<file path="src/rtl/fifo_stream_pkg.sv">
package fifo_stream_pkg;
  localparam int PAIR_LEN     = 16;
  localparam int SOLO_LEN     = 8;
  localparam int SAMPLE_BYTES = 6;
  localparam int SAMPLE_W     = 8 * SAMPLE_BYTES;

  typedef struct packed {
    logic       empty;
    logic       bad;
    logic       acc;
    logic       gyr;
    logic [1:0] odr;
    logic [1:0] tsync;
    logic [4:0] len;
  } hdr_t;

  // A sample with every axis at the most negative code carries no data
  function automatic logic sample_valid(input logic [SAMPLE_W-1:0] s);
    return s != {3{16'h8000}};
  endfunction
endpackage

</file>
<file path="src/rtl/fifo_hdr_decode.sv">
module fifo_hdr_decode
  import fifo_stream_pkg::*;
(
  input  logic [7:0] hdr_byte,
  output hdr_t       info
);
  always_comb begin
    info = '0;
    info.empty = hdr_byte[7];
    if (!hdr_byte[7]) begin
      info.acc   = hdr_byte[6];
      info.gyr   = hdr_byte[5];
      info.tsync = hdr_byte[3:2];
      info.odr   = {hdr_byte[1], hdr_byte[0]};
      info.bad   = !(hdr_byte[6] || hdr_byte[5]);
      if (hdr_byte[6] && hdr_byte[5])      info.len = 5'(PAIR_LEN);
      else if (hdr_byte[6] || hdr_byte[5]) info.len = 5'(SOLO_LEN);
    end
  end
endmodule

</file>
<file path="src/rtl/fifo_read_budget.sv">
module fifo_read_budget
  import fifo_stream_pkg::*;
#(
  parameter int CNT_W     = 16,
  parameter int REQ_W     = 8,
  parameter int CAP_BYTES = 2048
) (
  input  logic [CNT_W-1:0] fifo_bytes,
  input  logic [REQ_W-1:0] req_pkts,
  input  logic             pair_mode,
  output logic [CNT_W-1:0] budget
);
  localparam int PROD_W = REQ_W + $clog2(PAIR_LEN);
  localparam int WIDE   = ((CNT_W > PROD_W) ? CNT_W : PROD_W) + 1;
  localparam int SH_PAIR = $clog2(PAIR_LEN);
  localparam int SH_SOLO = $clog2(SOLO_LEN);

  logic [WIDE-1:0] limit;

  always_comb begin
    if (req_pkts == '0)
      limit = WIDE'(CAP_BYTES);
    else if (pair_mode)
      limit = WIDE'(req_pkts) << SH_PAIR;
    else
      limit = WIDE'(req_pkts) << SH_SOLO;
    budget = (WIDE'(fifo_bytes) > limit) ? CNT_W'(limit) : fifo_bytes;
  end
endmodule

</file>
<file path="src/rtl/fifo_pkt_store.sv">
module fifo_pkt_store #(
  parameter int SLOTS = 14,
  parameter int IDX_W = 4
) (
  input  logic               clk,
  input  logic               rst_n,
  input  logic               wr_en,
  input  logic [IDX_W-1:0]   wr_idx,
  input  logic [7:0]         wr_byte,
  output logic [8*SLOTS-1:0] bytes_flat
);
  // slot g holds packet byte g (byte 0, the header, is kept elsewhere)
  for (genvar g = 1; g <= SLOTS; g++) begin : g_slot
    logic [7:0] r;
    always_ff @(posedge clk or negedge rst_n) begin
      if (!rst_n)                               r <= '0;
      else if (wr_en && wr_idx == IDX_W'(g))    r <= wr_byte;
    end
    assign bytes_flat[(g-1)*8 +: 8] = r;
  end
endmodule

</file>
<file path="src/rtl/fifo_stream_decoder.sv">
module fifo_stream_decoder
  import fifo_stream_pkg::*;
#(
  parameter int CNT_W     = 16,
  parameter int REQ_W     = 8,
  parameter int CAP_BYTES = 2048,
  parameter int PKT_CNT_W = 12
) (
  input  logic                 clk,
  input  logic                 rst_n,
  input  logic                 start,
  input  logic [CNT_W-1:0]     fifo_bytes,
  input  logic [REQ_W-1:0]     req_pkts,
  input  logic                 pair_mode,
  input  logic                 in_valid,
  input  logic [7:0]           in_data,
  output logic                 in_ready,
  output logic                 busy,
  output logic                 done,
  output logic                 err,
  output logic                 pkt_valid,
  output logic                 pkt_empty,
  output logic [4:0]           pkt_len,
  output logic                 pkt_accel_en,
  output logic                 pkt_gyro_en,
  output logic [1:0]           pkt_odr,
  output logic [1:0]           pkt_tsync,
  output logic [47:0]          pkt_accel,
  output logic [47:0]          pkt_gyro,
  output logic [7:0]           pkt_temp,
  output logic [15:0]          pkt_tstamp,
  output logic [PKT_CNT_W-1:0] cnt_total,
  output logic [PKT_CNT_W-1:0] cnt_gyro,
  output logic [PKT_CNT_W-1:0] cnt_accel
);
  localparam int IDX_W = $clog2(PAIR_LEN);
  localparam int SLOTS = PAIR_LEN - 2;

  typedef enum logic {S_IDLE, S_RUN} state_t;

  state_t             state;
  logic [CNT_W-1:0]   remain, budget;
  logic [IDX_W-1:0]   idx;
  hdr_t               hdr_now, hdr_q;
  logic [8*SLOTS-1:0] pb;
  logic               accept, last_budget, last_byte, pair;
  logic [47:0]        s_first, s_second, asm_acc, asm_gyr;
  logic [7:0]         asm_temp;
  logic [15:0]        asm_ts;

  function automatic logic [47:0] pick6(input logic [8*SLOTS-1:0] f, input int first);
    logic [47:0] r;
    for (int i = 0; i < SAMPLE_BYTES; i++)
      r[47-8*i -: 8] = f[(first+i-1)*8 +: 8];
    return r;
  endfunction

  fifo_hdr_decode u_hdr (.hdr_byte(in_data), .info(hdr_now));

  fifo_read_budget #(.CNT_W(CNT_W), .REQ_W(REQ_W), .CAP_BYTES(CAP_BYTES)) u_budget (
    .fifo_bytes(fifo_bytes), .req_pkts(req_pkts), .pair_mode(pair_mode), .budget(budget)
  );

  fifo_pkt_store #(.SLOTS(SLOTS), .IDX_W(IDX_W)) u_store (
    .clk(clk), .rst_n(rst_n), .wr_en(accept && idx != '0),
    .wr_idx(idx), .wr_byte(in_data), .bytes_flat(pb)
  );

  assign in_ready    = (state == S_RUN);
  assign busy        = (state == S_RUN);
  assign accept      = in_valid && in_ready;
  assign last_budget = (remain == CNT_W'(1));
  assign last_byte   = (idx == IDX_W'(hdr_q.len - 5'd1));
  assign pair        = hdr_q.acc && hdr_q.gyr;

  always_comb begin
    s_first  = pick6(pb, 1);
    s_second = pick6(pb, 1 + SAMPLE_BYTES);
    asm_acc  = hdr_q.acc ? s_first : '0;
    asm_gyr  = pair ? s_second : (hdr_q.gyr ? s_first : '0);
    asm_temp = pair ? pb[(2*SAMPLE_BYTES)*8 +: 8] : in_data;
    asm_ts   = pair ? {pb[(2*SAMPLE_BYTES+1)*8 +: 8], in_data} : 16'h0000;
  end

  always_ff @(posedge clk or negedge rst_n) begin
    if (!rst_n) begin
      state <= S_IDLE; remain <= '0; idx <= '0; hdr_q <= '0;
      done <= 1'b0; err <= 1'b0; pkt_valid <= 1'b0; pkt_empty <= 1'b0;
      pkt_len <= '0; pkt_accel_en <= 1'b0; pkt_gyro_en <= 1'b0;
      pkt_odr <= '0; pkt_tsync <= '0; pkt_accel <= '0; pkt_gyro <= '0;
      pkt_temp <= '0; pkt_tstamp <= '0;
      cnt_total <= '0; cnt_gyro <= '0; cnt_accel <= '0;
    end else begin
      pkt_valid <= 1'b0;
      done      <= 1'b0;
      case (state)
        S_IDLE: if (start) begin
          cnt_total <= '0; cnt_gyro <= '0; cnt_accel <= '0;
          err <= 1'b0; idx <= '0; remain <= budget;
          if (budget == '0) done  <= 1'b1;
          else              state <= S_RUN;
        end
        S_RUN: if (accept) begin
          remain <= remain - CNT_W'(1);
          if (idx == '0) begin
            hdr_q <= hdr_now;
            if (hdr_now.empty) begin
              pkt_valid <= 1'b1; pkt_empty <= 1'b1; pkt_len <= '0;
              pkt_accel_en <= 1'b0; pkt_gyro_en <= 1'b0; pkt_odr <= '0;
              pkt_tsync <= '0; pkt_accel <= '0; pkt_gyro <= '0;
              pkt_temp <= '0; pkt_tstamp <= '0;
              done <= 1'b1; state <= S_IDLE;
            end else if (hdr_now.bad) begin
              err <= 1'b1; done <= 1'b1; state <= S_IDLE;
            end else begin
              idx <= IDX_W'(1);
              if (last_budget) begin done <= 1'b1; state <= S_IDLE; end
            end
          end else begin
            if (last_byte) begin
              pkt_valid <= 1'b1; pkt_empty <= 1'b0; pkt_len <= hdr_q.len;
              pkt_accel_en <= hdr_q.acc; pkt_gyro_en <= hdr_q.gyr;
              pkt_odr <= hdr_q.odr; pkt_tsync <= hdr_q.tsync;
              pkt_accel <= asm_acc; pkt_gyro <= asm_gyr;
              pkt_temp <= asm_temp; pkt_tstamp <= asm_ts;
              cnt_total <= cnt_total + 1'b1;
              if (hdr_q.gyr && sample_valid(asm_gyr)) cnt_gyro  <= cnt_gyro + 1'b1;
              if (hdr_q.acc && sample_valid(asm_acc)) cnt_accel <= cnt_accel + 1'b1;
              idx <= '0;
            end else begin
              idx <= idx + 1'b1;
            end
            if (last_budget) begin done <= 1'b1; state <= S_IDLE; end
          end
        end
        default: state <= S_IDLE;
      endcase
    end
  end


  empty_ends_read_chk: assert property (@(posedge clk) disable iff (!rst_n)
    pkt_valid && pkt_empty |-> done && pkt_len == 5'd0 && cnt_total == $past(cnt_total));

  len_matches_flags_chk: assert property (@(posedge clk) disable iff (!rst_n)
    pkt_valid && !pkt_empty |-> pkt_len == ((pkt_accel_en && pkt_gyro_en) ? 5'd16 : 5'd8));

  solo_no_tstamp_chk: assert property (@(posedge clk) disable iff (!rst_n)
    pkt_valid && !(pkt_accel_en && pkt_gyro_en) |-> pkt_tstamp == 16'h0000);

  err_with_done_chk: assert property (@(posedge clk) disable iff (!rst_n)
    $rose(err) |-> done && !pkt_valid);

  sensor_le_total_chk: assert property (@(posedge clk) disable iff (!rst_n)
    cnt_gyro <= cnt_total && cnt_accel <= cnt_total);

  total_step_chk: assert property (@(posedge clk) disable iff (!rst_n)
    pkt_valid && !pkt_empty |-> cnt_total == $past(cnt_total) + 1'b1);

  strobe_after_byte_chk: assert property (@(posedge clk) disable iff (!rst_n)
    pkt_valid |-> $past(in_valid && in_ready));

  done_leaves_idle_chk: assert property (@(posedge clk) disable iff (!rst_n)
    done |-> !busy && !in_ready);

  payload_hdr_sane_chk: assert property (@(posedge clk) disable iff (!rst_n)
    busy && idx != '0 |-> !hdr_q.empty && !hdr_q.bad);
endmodule

</file>
<file path="config.mk">
export PLATFORM = sky130hd
export DESIGN_NAME = fifo_stream_decoder
export DESIGN_NICKNAME = d
export VERILOG_FILES = /design/src/rtl/fifo_stream_pkg.sv /design/src/rtl/fifo_hdr_decode.sv /design/src/rtl/fifo_read_budget.sv /design/src/rtl/fifo_pkt_store.sv /design/src/rtl/fifo_stream_decoder.sv
export SDC_FILE = /design/constraint.sdc
export NUM_CORES = 1
export LEC_CHECK = 0
export CAP_MARGIN = 10
export CORE_MARGIN = 2
export CORE_UTILIZATION = 59
export DETAILED_ROUTE_END_ITERATION = 8
export PLACE_DENSITY_LB_ADDON = 0.15
export SLEW_MARGIN = 5
export SYNTH_ARGS = -nofsm -noshare
export SYNTH_HDL_FRONTEND = slang
export SYNTH_HIERARCHICAL = 1
export SYNTH_SLANG_ARGS = --single-unit
</file>
<file path="constraint.sdc">
create_clock -name clk -period 7.61 [get_ports clk]
set_input_delay 1.9025 -clock clk [delete_from_list [all_inputs] [get_ports clk]]
set_output_delay 1.9025 -clock clk [all_outputs]
set_load 0.02 [all_outputs]
</file>
== Word-level counts from Yosys, hierarchy flattened ==
Index checks and enable logic that the tools add are counted.
Storage, ports and cells
  register bits: 315
  bits in latches: 0
  memory bits (writable): 0
  bits in read-only memories: 0
  input port bits: 37
  output and inout bits: 173
  memories: 0
Cells by class
  $add $sub $neg: 6
  $mul: 0
  div/mod/pow operators: 0
  magnitude comparators: 1
  equal/unequal tests: 30
  shift operators: 0
  muxes and demuxes: 90
  bitwise gates (word level): 1
  reductions and logical operators: 35
Operators by type and width (number)
  48-bit 2-to-1 mux: 8
  12-bit 2-to-1 mux: 15
  16-bit 2-to-1 mux: 7
  48-bit != test (second input constant): 2
  12-bit case mux with 2 select lines: 3
  12-bit by 1-bit adder with 12-bit output (second input constant): 3
  1-bit 2-to-1 mux: 32
  8-bit 2-to-1 mux: 4
  16-bit case mux with 2 select lines: 1
  4-bit equality test (second input constant): 7
  4-bit 2-to-1 mux: 7
  1-bit logical AND: 20
  5-bit 2-to-1 mux: 4
  16-bit by 17-bit greater-than comparator with 1-bit output: 1
  16-bit by 1-bit equality test with 1-bit output (second input constant): 1
  4-bit by 3-bit equality test with 1-bit output (second input constant): 4
  16-bit logical NOT: 1
  16-bit by 1-bit subtractor with 16-bit output (second input constant): 1
  5-bit AND reduction: 3
  2-bit by 1-bit != test with 1-bit output (second input constant): 6
  4-bit AND reduction: 3
  2-bit 2-to-1 mux: 5
  4-bit by 2-bit equality test with 1-bit output (second input constant): 2
  8-bit logical NOT: 1
  other kinds (16): 22

== Longest topological paths before layout ==
  word-level depth: 9
  mapped depth: 12

== Cells and area by module ==
Netlist, hierarchy kept.
By module, submodules not included
  fifo_stream_decoder: times used 1, cells an instance 907, area an instance 9507.9 µm², sequential area each 5079.9 µm²
  fifo_pkt_store: times used 1, cells an instance 259, area an instance 4267.8 µm², sequential area each 2802.7 µm²
  fifo_read_budget: times used 1, cells an instance 64, area an instance 519.2 µm², sequential area each 0.0 µm²
  fifo_hdr_decode: times used 1, cells an instance 18, area an instance 122.6 µm², sequential area each 0.0 µm²

== Worst setup path after synthesis ==
Ideal clock, no wire load.
  path kind: input to register
  start: in pair_mode
  end: reg state (netlist: busy)
  arrival: 4411 ps
  path slack: 3078 ps
  stages: 11
  buffers on the path: 1
  cell sequence: clkbuf_1 > mux2i_1 > ha_1 > a21o_1 > a221oi_1 > nand3_1 > o21ai_2 > mux2_2 > nor4_1 > nand4_1 > a22o_1
On the way
  word-level cells in the longest chain between the ends: 8
RTL lines
  start, declared: RTL line fifo_stream_decoder.sv:14  | input logic pair_mode,
  12-bit 2-to-1 mux (*): RTL line fifo_read_budget.sv:23  | else if (pair_mode)
  12-bit 2-to-1 mux (*): RTL line fifo_read_budget.sv:21  | if (req_pkts == '0)
  16-bit by 17-bit greater-than comparator with 1-bit output: RTL line fifo_read_budget.sv:27  | budget = (WIDE'(fifo_bytes) > limit) ? CNT_W'(limit) : fifo_bytes;
  16-bit 2-to-1 mux (*): RTL line fifo_read_budget.sv:27
  net budget[3]: RTL line fifo_stream_decoder.sv:42  | logic [CNT_W-1:0] remain, budget;
  16-bit logical NOT (*): RTL line fifo_stream_decoder.sv:100  | if (budget == '0) done <= 1'b1;
  1-bit 2-to-1 mux (*): RTL line fifo_stream_decoder.sv:100
  1-bit 2-to-1 mux (*): RTL line fifo_stream_decoder.sv:97  | S_IDLE: if (start) begin
  1-bit case mux with 2 select lines (*): RTL line fifo_stream_decoder.sv:96  | case (state)
  end signal, assigned: RTL line fifo_stream_decoder.sv:101  | else state <= S_RUN;
  end signal, assigned: RTL line fifo_stream_decoder.sv:112  | done <= 1'b1; state <= S_IDLE;
  end signal, assigned: RTL line fifo_stream_decoder.sv:114  | err <= 1'b1; done <= 1'b1; state <= S_IDLE;
  end, declared: RTL line fifo_stream_decoder.sv:41  | state_t state;
The timed path passes the listed nets; every way through them passes the cells marked *.
A chain may end at the register's enable or synchronous reset.

== Worst setup path after layout ==
Same ends and word-level chain as after synthesis.

==> impl_results.md <==
* Seq cells post-synth at 315
* Power Dens Cells at 371.5 nW/um^2
* Syn-to-layout area delta at 23.22%
* Clk pwr share at 24.4%
* Comb power frac at 35.1%
* Avg WL per Cell at 20.27 um
* GRT Total Usage at 28.25%
* Power Internal at 4.178 mW
* Initial Utilization at 59.63%
* Row cnt at 57
* Final ANT Viol Nets at 0
* IO Port Bufs at 209
* Hold Buf Count CTS at 0
* RSZ-0062 raised after global routing: false
* Initial antenna violation count at 0
* Diodes inserted at 0
* Reg area at 7884 um^2
* Largest net degree at the start of global routing at 131
* Layout cells sized above 1 at 14.96%
* H-tree depth at 1
* Yosys warns at 6
* Post-CTS Setup Inserts at 0
* Final worst-path cycle share at 64.97%
* Post-synth top area share at 54.67%
* Min cycle time layout at 4.945 ns
* Vias per cell at 5.943
* Req. time, crit path at 8.05 ns
* Area taken by multi-input logic gates at 6087 um^2
* Mean post-synth cell area at 11.55 um^2
* Clk_skew at 0.02294 ns
* Hold Vio Cnt, Final at 0
* Sequential Power Share at 40.5%
* Clock transition at path regs at 0.06 ns
* Worst skew pair latency at 0.57 ns
* Die area at 25700 um^2
* Gr ovfl total at 0
* Cells after Synth at 1248
* Root Driver: clkbuf_16
* Top_reg_cell synth: dfrtp_1
* Leakage Power at 7.899 nW
* Tightest Pin Transition at 1.106 ns
* Via count at 10550
* Total core area at 24180 um^2
* Final wirelength at 35.98 mm
* Setup Viol. Count Final at 0
* Critical Path Sink Type: flop
* CTS sink count at 315
* Post-DP HPWL at 23.12 mm
* Switching Share at 36.70%
* DRT iter0 DRCs at 764
* Fill cells at 1687
* Die Wd at 160.3 um
* Die Ht at 160.3 um
* Vias in the first global route at 10720
* Area leader, netlist: dfrtp_1
* Maximum VDD drop at 222.5 uV
* FFs w/ async S/R, synth at 100.0%
* Worst hold path class: flop to flop
* Yosys cell types at 60
* Sw Pwr at 2.422 mW
* Slew HR at 26.25%
* RD Place Congestion at 0.8719
* Slew Viols, Final at 0
* WS Path Type: primary input to flop
* Worst-path cell chain: clkdlybuf4s50_1 -> mux2i_1 -> ha_1 -> a21o_1 -> a211oi_1 -> a31oi_1 -> o21ai_2 -> mux2_2 -> nor4_1 -> nand4_1 -> a22o_1
* Top cells by area, synth: dfrtp_1, mux2_2, mux2i_1
* CP top delay family: compound AO/OA/AOI/OAI gates
* Fin nets at 1483
* WP buf/inv at 1
* WHS at 0.4722 ns
* Setup TNS at 0 ns
* Max stage delay on crit path at 0.76 ns
* Post-route cell area at 17770 um^2
* Crit-path slowest cell: clkdlybuf4s50_1
* CP Max Fanout at 12
* Max-Cap Viols at 0
* Outcome: complete, no violations
* Mapped Area at 14420 um^2
* Seq/Total Area, Yosys at 54.67%
* Boundary pin count at 210
* Cells after DPL at 1718
* First-pass GRT wire length at 58.48 mm
* Critical path arrival at 5.39 ns
* DRT Pass-1 Iters at 7
* Fmax at 202.2 MHz
* DRC violations left at 0
* Number of synthesized flops with an enable pin at 0
* Post-CTS Resized at 0
* Non-Filler Instances at 1775
* Num CTS Buffers at 31
* TritonCTS clock tree: built
* Startpoint types: primary input
* Clock tree buffer depth at 3
* Placed Area at 16680 um^2
worst paths after layout:
path / start / slack (ns) / cells after the start / endpoint
max: pair_mode / 2.67 / 11 / busy
min: pkt_gyro[3] / 0.47 / 2 / pkt_gyro[3]
max reg2reg: hdr_q[0] / 4.00 / 8 / pkt_accel[40]
min reg2reg: pkt_gyro[3] / 0.47 / 2 / pkt_gyro[3]
max in group asynchronous: rst_n / 4.95 / 2 / pkt_accel[17]
min in group asynchronous: rst_n / 1.45 / 1 / u_store/g_slot[3].r[6]
area by class of cell:
type | instances | area share [%]
clock buffers | 43 | 5.071
multi-input cells | 833 | 34.26
flip-flops and latches | 315 | 44.38
well taps | 324 | 2.282
repair buffers | 223 | 12.47
clock inverters | 14 | 1.056
inverters | 23 | 0.4859
cell usage after synthesis (5+ instances only):
library cell	number
nor4_1	28
ha_1	19
a22o_1	49
and2_1	7
o31ai_1	63
mux2i_1	79
nor3_1	7
or3_1	8
buf_2	16
nand2_1	150
buf_4	11
o21ai_0	53
xnor2_1	12
nand4_1	12
xor2_1	25
dfrtp_1	315
inv_1	22
nand2b_1	5
nor2_2	8
nor2b_1	16
mux2_2	123
clkbuf_1	50
or4_1	6
nand3_1	34
nor4b_1	6
o211ai_1	5
a21oi_1	21
and3_1	11
nor2_1	37
worst min-delay path: stages (launching register included):
cell	delay [ns]
dfrtp_1	0.34
nand2_1	0.05
o31ai_1	0.05
flip-flops by register name, indices dropped and copies added (netlist names), 2 cells and up:
register / cells
cnt_accel: 12
cnt_gyro: 12
cnt_total: 12
hdr_q: 11
idx: 4
pkt_accel: 48
pkt_gyro: 48
pkt_len: 5
pkt_odr: 2
pkt_temp: 8
pkt_tstamp: 16
pkt_tsync: 2
remain: 16
u_store/g_slot.r: 112
placed cells by master (no fill, tap or decap), types with 7 or more instances in the layout:
cell type and count:
nor2b_1 15, buf_4 13, nand2_1 149, inv_1 22, o31ai_1 63, dfrtp_1 314
nor2_1 37, a21oi_1 21, o21ai_0 53, clkdlybuf4s50_1 208, nand3_1 34, nor4_1 28
conb_1 7, mux2_2 123, or3_1 8, and3_1 10, nor3_1 7, xnor2_1 12
nand4_1 12, ha_1 19, xor2_1 25, a22o_1 49, nor2_2 8, clkbuf_8 8
mux2i_1 79, clkbuf_16 31, clkinv_2 8, and2_1 7
power groups by stage:
stage	clock network (mW)	logic [mW]	registers (mW)
6_report	1.61	2.32	2.67
3_5_place_dp	0	2.29	2.68
5_1_grt	1.71	2.51	2.74
3_3_place_gp	0	2.24	2.66
2_1_floorplan	0	1.26	2.78
4_1_cts	1.63	2.32	2.66
stage by stage:
step | utilization [%] | setup WS [ns] | power, mW
3_3_place_gp | 68.98 | 2.207 | 4.901
2_1_floorplan | - | 3.078 | 4.044
6_report | 73.48 | 2.665 | 6.600
4_1_cts | 73.48 | 2.664 | 6.611
3_5_place_dp | 68.98 | 2.107 | 4.974
5_1_grt | 73.48 | 2.388 | 6.953
kinds of logic after synthesis:
kind of cell	Yosys count	share of synthesized area [%]
xor+xnor	38	2.413
compound gates	216	10.66
fa+ha+maj	19	1.649
other cells	2	0.05209
buf+inv	105	3.367
flops	315	54.67
simple gates	351	12.10
mux	202	15.09
routing by layer:
metal | part of all wire (%) | wire [um] | track usage (%)
met1 | 43 | 15400 | 38.44
met2 | 49 | 17620 | 47.25
met3 | 5.7 | 2045 | 4.752
met4 | 2.5 | 908 | 8.477
met5 | 0 | 0 | 0
(Power assumes the default switching activity.)
